$ cat src/rtl/cmul_pkg.sv
package cmul_pkg;
  localparam int OP_W = 3;

  localparam logic [OP_W-1:0] OP_CFULL  = 3'd0;
  localparam logic [OP_W-1:0] OP_CRND   = 3'd1;
  localparam logic [OP_W-1:0] OP_DUAL16 = 3'd2;
  localparam logic [OP_W-1:0] OP_QUAD8  = 3'd3;
  localparam logic [OP_W-1:0] OP_QSUM8  = 3'd4;

  // Strobes from control to datapath
  typedef struct packed {
    logic            ld1;  // capture partial products
    logic            ld2;  // capture formatted result
    logic [OP_W-1:0] op2;  // opcode aligned to stage 2
  } cmulStrobeT;
endpackage

$ cat src/rtl/cmul_ctrl.sv
module cmul_ctrl
  import cmul_pkg::*;
(
  input  logic            clk,
  input  logic            rstN,
  input  logic            validIn,
  input  logic [OP_W-1:0] opIn,
  output cmulStrobeT      strb,
  output logic            validOut
);
  logic            v1Q, v2Q;
  logic [OP_W-1:0] op1Q;

  always_ff @(posedge clk) begin
    if (!rstN) begin
      v1Q  <= 1'b0;
      v2Q  <= 1'b0;
      op1Q <= '0;
    end else begin
      v1Q <= validIn;
      v2Q <= v1Q;
      if (validIn) op1Q <= opIn;
    end
  end

  always_comb begin
    strb.ld1 = validIn;
    strb.ld2 = v1Q;
    strb.op2 = op1Q;
  end

  assign validOut = v2Q;
endmodule

$ cat src/rtl/cmul_datapath.sv
module cmul_datapath
  import cmul_pkg::*;
#(
  parameter int DATA_W = 32
) (
  input  logic                clk,
  input  logic                rstN,
  input  cmulStrobeT          strb,
  input  logic [DATA_W-1:0]   aIn,
  input  logic [DATA_W-1:0]   bIn,
  output logic [2*DATA_W-1:0] result
);
  localparam int HW    = DATA_W / 2;
  localparam int LW    = DATA_W / 4;
  localparam int NLANE = 4;
  localparam int RW    = 2 * DATA_W;
  localparam int PW    = 2 * LW;
  localparam int SW    = PW + 2;
  localparam logic signed [HW:0] RMAX = {2'b00, {(HW-1){1'b1}}};
  localparam logic signed [HW:0] RMIN = {2'b11, {(HW-1){1'b0}}};
  localparam logic signed [DATA_W:0] RBIAS = (DATA_W+1)'(1) <<< (HW-1);

  logic signed [HW-1:0] ar, ai, br, bi;
  assign ar = aIn[DATA_W-1:HW];
  assign ai = aIn[HW-1:0];
  assign br = bIn[DATA_W-1:HW];
  assign bi = bIn[HW-1:0];

  // Stage 1: half-word cross products and byte-lane products
  logic signed [DATA_W-1:0] pRRQ, pIIQ, pRIQ, pIRQ;
  logic signed [PW-1:0]     pQQ [NLANE];

  always_ff @(posedge clk) begin
    if (!rstN) begin
      pRRQ <= '0;
      pIIQ <= '0;
      pRIQ <= '0;
      pIRQ <= '0;
    end else if (strb.ld1) begin
      pRRQ <= ar * br;
      pIIQ <= ai * bi;
      pRIQ <= ar * bi;
      pIRQ <= ai * br;
    end
  end

  for (genvar g = 0; g < NLANE; g++) begin : g_lane
    logic signed [LW-1:0] aL, bL;
    assign aL = aIn[LW*g +: LW];
    assign bL = bIn[LW*g +: LW];
    always_ff @(posedge clk) begin
      if (!rstN)         pQQ[g] <= '0;
      else if (strb.ld1) pQQ[g] <= aL * bL;
    end
  end

  // Stage 2: combine and format
  logic signed [DATA_W:0] reW, imW;
  logic signed [SW-1:0]   qSum;
  logic [HW-1:0]          reR, imR;
  logic [RW-1:0]          resD, resQ;
  logic [RW-1:0]          quadCat;

  function automatic logic [HW-1:0] satRound(input logic signed [DATA_W:0] v);
    logic signed [DATA_W:0] t;
    logic signed [HW:0]     sh;
    t  = v + RBIAS;
    sh = t[DATA_W:HW];
    if (sh > RMAX)      return RMAX[HW-1:0];
    else if (sh < RMIN) return RMIN[HW-1:0];
    else                return sh[HW-1:0];
  endfunction

  always_comb begin
    reW = (DATA_W+1)'(pRRQ) - (DATA_W+1)'(pIIQ);
    imW = (DATA_W+1)'(pRIQ) + (DATA_W+1)'(pIRQ);
    reR = satRound(reW);
    imR = satRound(imW);
  end

  always_comb begin
    qSum    = '0;
    quadCat = '0;
    for (int i = 0; i < NLANE; i++) begin
      qSum = qSum + SW'(pQQ[i]);
      quadCat[PW*i +: PW] = pQQ[i];
    end
  end

  always_comb begin
    case (strb.op2)
      OP_CFULL:  resD = {reW[DATA_W-1:0], imW[DATA_W-1:0]};
      OP_CRND:   resD = {{DATA_W{1'b0}}, reR, imR};
      OP_DUAL16: resD = {pRRQ, pIIQ};
      OP_QUAD8:  resD = quadCat;
      OP_QSUM8:  resD = RW'(qSum);
      default:   resD = '0;
    endcase
  end

  always_ff @(posedge clk) begin
    if (!rstN)         resQ <= '0;
    else if (strb.ld2) resQ <= resD;
  end

  assign result = resQ;
endmodule

$ cat src/rtl/cplx_simd_mul.sv
module cplx_simd_mul
  import cmul_pkg::*;
#(
  parameter int DATA_W = 32
) (
  input  logic                clk,
  input  logic                rstN,
  input  logic                validIn,
  input  logic [2:0]          opIn,
  input  logic [DATA_W-1:0]   aIn,
  input  logic [DATA_W-1:0]   bIn,
  output logic                validOut,
  output logic [2*DATA_W-1:0] result
);
  cmulStrobeT strb;

  cmul_ctrl u_ctrl (
    .clk(clk), .rstN(rstN), .validIn(validIn), .opIn(opIn),
    .strb(strb), .validOut(validOut)
  );

  cmul_datapath #(.DATA_W(DATA_W)) u_dp (
    .clk(clk), .rstN(rstN), .strb(strb), .aIn(aIn), .bIn(bIn),
    .result(result)
  );
endmodule

$ cat config.mk
export PLATFORM = sky130hd
export DESIGN_NAME = cplx_simd_mul
export DESIGN_NICKNAME = d
export VERILOG_FILES = /design/src/rtl/cmul_pkg.sv /design/src/rtl/cmul_ctrl.sv /design/src/rtl/cmul_datapath.sv /design/src/rtl/cplx_simd_mul.sv
export SDC_FILE = /design/constraint.sdc
export NUM_CORES = 2
export LEC_CHECK = 0
export ABC_AREA = 1
export BUFFER_PORTS_ARGS = -buffer_cell sky130_fd_sc_hd__buf_2
export CORE_MARGIN = 2
export CORE_UTILIZATION = 45
export CTS_BUF_LIST = sky130_fd_sc_hd__clkbuf_2 sky130_fd_sc_hd__clkbuf_4 sky130_fd_sc_hd__clkbuf_8
export DETAILED_ROUTE_END_ITERATION = 6
export GPL_TIMING_DRIVEN = 0
export PLACE_DENSITY = 0.63
export SYNTH_ARGS = -nofsm -noshare
export SYNTH_HDL_FRONTEND = slang
export SYNTH_SLANG_ARGS = --single-unit
export TNS_END_PERCENT = 10
$ cat constraint.sdc
create_clock -name clk -period 7.45 [get_ports clk]
set_input_delay 0.745 -clock clk [delete_from_list [all_inputs] [get_ports clk]]
set_output_delay 0.745 -clock clk [all_outputs]
set_load 0.01 [all_outputs]
==> results.toml <==
[outcome]
status = "finished with violations"
failed_checks = "capacitance limit, slew limit, setup timing"

[global_route]
grt_pass1_wl_um = 385000
grt_pass1_vias = 57200
antenna_found_initial = 18
grt_max_degree = 45
grt_usage = 0.365
overflow = 0

[place]
dp_hpwl_um = 226000
dp.cells = 10500
port-buffer-count = 120
place.gp.congestion = 1.06

[floorplanning]
dieArea_um2 = 147000
die_h_um = 383
initial_core_util = 0.452
rows = 139
io_pins = 135
coreArea_um2 = 143000
die_w_um = 383

[route]
drt_iter0_drc = 5705
wl_per_cell_um = 24.8
ant_nets = 0
drc_errors = 0
viasPerCell = 5.31
vias = 56400
first_pass_iters = 6
finalWirelength_um = 263000

[synth]
synth_top_area_cell = "fa_1"
avgSynthCellArea_um2 = 7.61
ys_seq_area_frac = 0.0907
yosysUniqueCellTypes = 54
synth_mux_area_frac = 0.00108
yosysMostFrequentCell = "inv_1"
ys_ff_latch = 261
synthTopCellsByArea = "fa_1, inv_1, nand2_1"
synth_common_cells = "inv_1, nand2_1, fa_1"
synth_warnings = 0
synthCells = 8499
yosys.area_share.adder = 0.491
async_reset_ff_frac = 0
synth_top_area_share = 0.390
synth_fp_nets = 10400
synth_area_um2 = 64700
synth_top_family_by_area = "adder cells"
synth_flop_cell = "dfxtp_1"
synth_enable_flop_cells = 64
synth_xor_area_frac = 0.0145
yosys.area_share.simple = 0.173
synth_compound_area_frac = 0.0707

[clocking]
cts_made_buffers = 50
htreeDepth = 2
cts_max_path_buffers = 3
cts_setup_buffers = 0
clockRootBuffer = "clkbuf_8"
clkSinkCount = 261
tritoncts = "done"
clock_latency_ns = 0.72
cts.clk_slew.worst_paths_ns = 0.06
cts-hold-fix-buffers = 0

[run]
max_cap_viol_count = 2

[timing]
finalCriticalPeriod_ns = 7.54
finalCritPeriodShare = 1.01
hold_violations = 0
skew_ns = 0.0883
setup-tns-final_ns = -0.172
setup_slack_ns = -0.0923
slew_headroom = -0.0582
rsz0062_at_grt = "yes"
worstMarginPinSlew_ns = 1.59
setup_viol = 4
drv_slew = 11
timing.fmax_mhz = 133

[finish]
multi_input_area_um2 = 48600
finalNetCount = 10500
layout-drive-gt1-share = 0.0459
final_cells = 10600
areaGrowthSynthToFinish_pct = 6.70
regArea_um2 = 5870
fill_cells = 14500
fin_util = 0.482

[hold_path]
worst_hold_path_type = "in -> reg"

[worst_setup_path]
crit_fanout = 11
worstSetupStartpointType = "input port"
path_class = "in -> reg"
rrSetupSlack_ns = 2.63
critPathRequiredTime_ns = 7.98
cp_data_arrival_time_ns = 8.07
endpoint_kind = "flop"
[path summary, 6_finish.rpt]
check | from | end | cells past startpoint
worst max-delay path | bIn[15] | u_dp.pRIQ[31] | 24
worst min-delay path | opIn[0] | u_ctrl.op1Q[0] | 3
worst max register to register | u_dp.pQQ[3][1] | u_dp.result[44] | 20
worst min register to register | u_dp.pIRQ[28] | u_dp.pIRQ[28] | 2
[flip-flops by register name, indices dropped and copies added (netlist names)]
register / flops
u_ctrl.v1Q: 1
u_dp.pQQ: 64
u_dp.pIRQ: 32
u_ctrl.validOut: 1
u_dp.result: 64
u_dp.pRRQ: 32
u_ctrl.op1Q: 3
u_dp.pRIQ: 32
u_dp.pIIQ: 32
[routing by layer]
layer	global-route usage	wire, um	vias to the layer above
met1	0.485	106000	27700
met5	0	116	-
met4	0.221	19700	18
met2	0.543	110000	2881
li1	-	-	25200
met3	0.0810	27200	618
[metrics by stage]
step                      worst slack [ns]  hold slack, ns  cell area, um^2
after CTS                          -0.0181           0.227            68900
after floorplan                       1.12           0.428            64700
after detailed placement             -2.24           0.447            67700
final                              -0.0923           0.270            69000
after global routing                -0.226           0.290            69000
after global placement               -2.21           0.449            67700
[area by class of cell]
type | instances | area share
sequential | 261 | 0.0850
tap | 1903 | 0.0345
multi-input combinational | 5503 | 0.703
antenna | 12 | 0.000435
clock inverter | 29 | 0.00477
inverter | 2445 | 0.133
timing repair buffer | 122 | 0.00917
buffer | 287 | 0.0178
clock buffer | 64 | 0.0119
[cells in the final DEF, fill, tap and decap left out, types with 11 or more instances in the layout]
cell type / instances
inv_1: 2432
nand2_1: 2106
fa_1: 1259
ha_1: 524
a21oi_1: 364
nor2_1: 331
o21ai_0: 267
clkbuf_1: 200
dfxtp_1: 197
nand3_1: 158
buf_2: 121
edfxtp_1: 64
xnor2_1: 59
clkbuf_2: 58
clkbuf_8: 55
xor2_1: 46
o211ai_1: 35
nor3_1: 30
nand2_2: 28
nand4_1: 27
nor2_2: 25
or2_2: 23
o22ai_1: 20
o21bai_1: 19
o221ai_1: 18
clkbuf_4: 17
a31oi_1: 15
and2_1: 14
nand3b_1: 13
o21a_1: 13
diode_2: 12
nand3_2: 12
o21ai_1: 12
clkinv_2: 11
buf_1: 11
[timing repair]
item,in CTS,in global routing
endpoints found under the setup margin,49,24
pin swaps,0,0
resized for setup,62,77
[logic make-up (layout without fill, tap and decap cells)]
| family | count (synthesis) | count (layout) |
|---|---|---|
| and+or+nand+nor | 2786 | 2786 |
| other | 0 | 12 |
| adders and majority gates | 1783 | 1783 |
| AOI/OAI and AO/OA | 821 | 821 |
| xor gates and xnor gates | 106 | 106 |
| muxes | 7 | 7 |
| DFF | 261 | 261 |
| buffers and inverters | 2735 | 2947 |
[worst max-delay path, stage by stage]
cell             delay [ns]
buf_2                  0.48
clkinv_4               0.39
clkdlybuf4s15_2        0.60
nor2_1                 0.24
fa_1                   0.48
fa_1                   0.48
fa_1                   0.50
inv_1                  0.05
fa_1                   0.48
inv_1                  0.05
fa_1                   0.47
inv_1                  0.05
fa_1                   0.56
inv_1                  0.07
ha_1                   0.45
nand4_1                0.17
nor3_1                 0.38
nand3_1                0.14
nand3_1                0.19
nand3_1                0.11
nand2_1                0.23
a21oi_1                0.13
or2_2                  0.35
a32o_1                 0.24
Power is not shown: default switching activity piles up to over one toggle a cycle in this logic, so the estimate is an artifact.
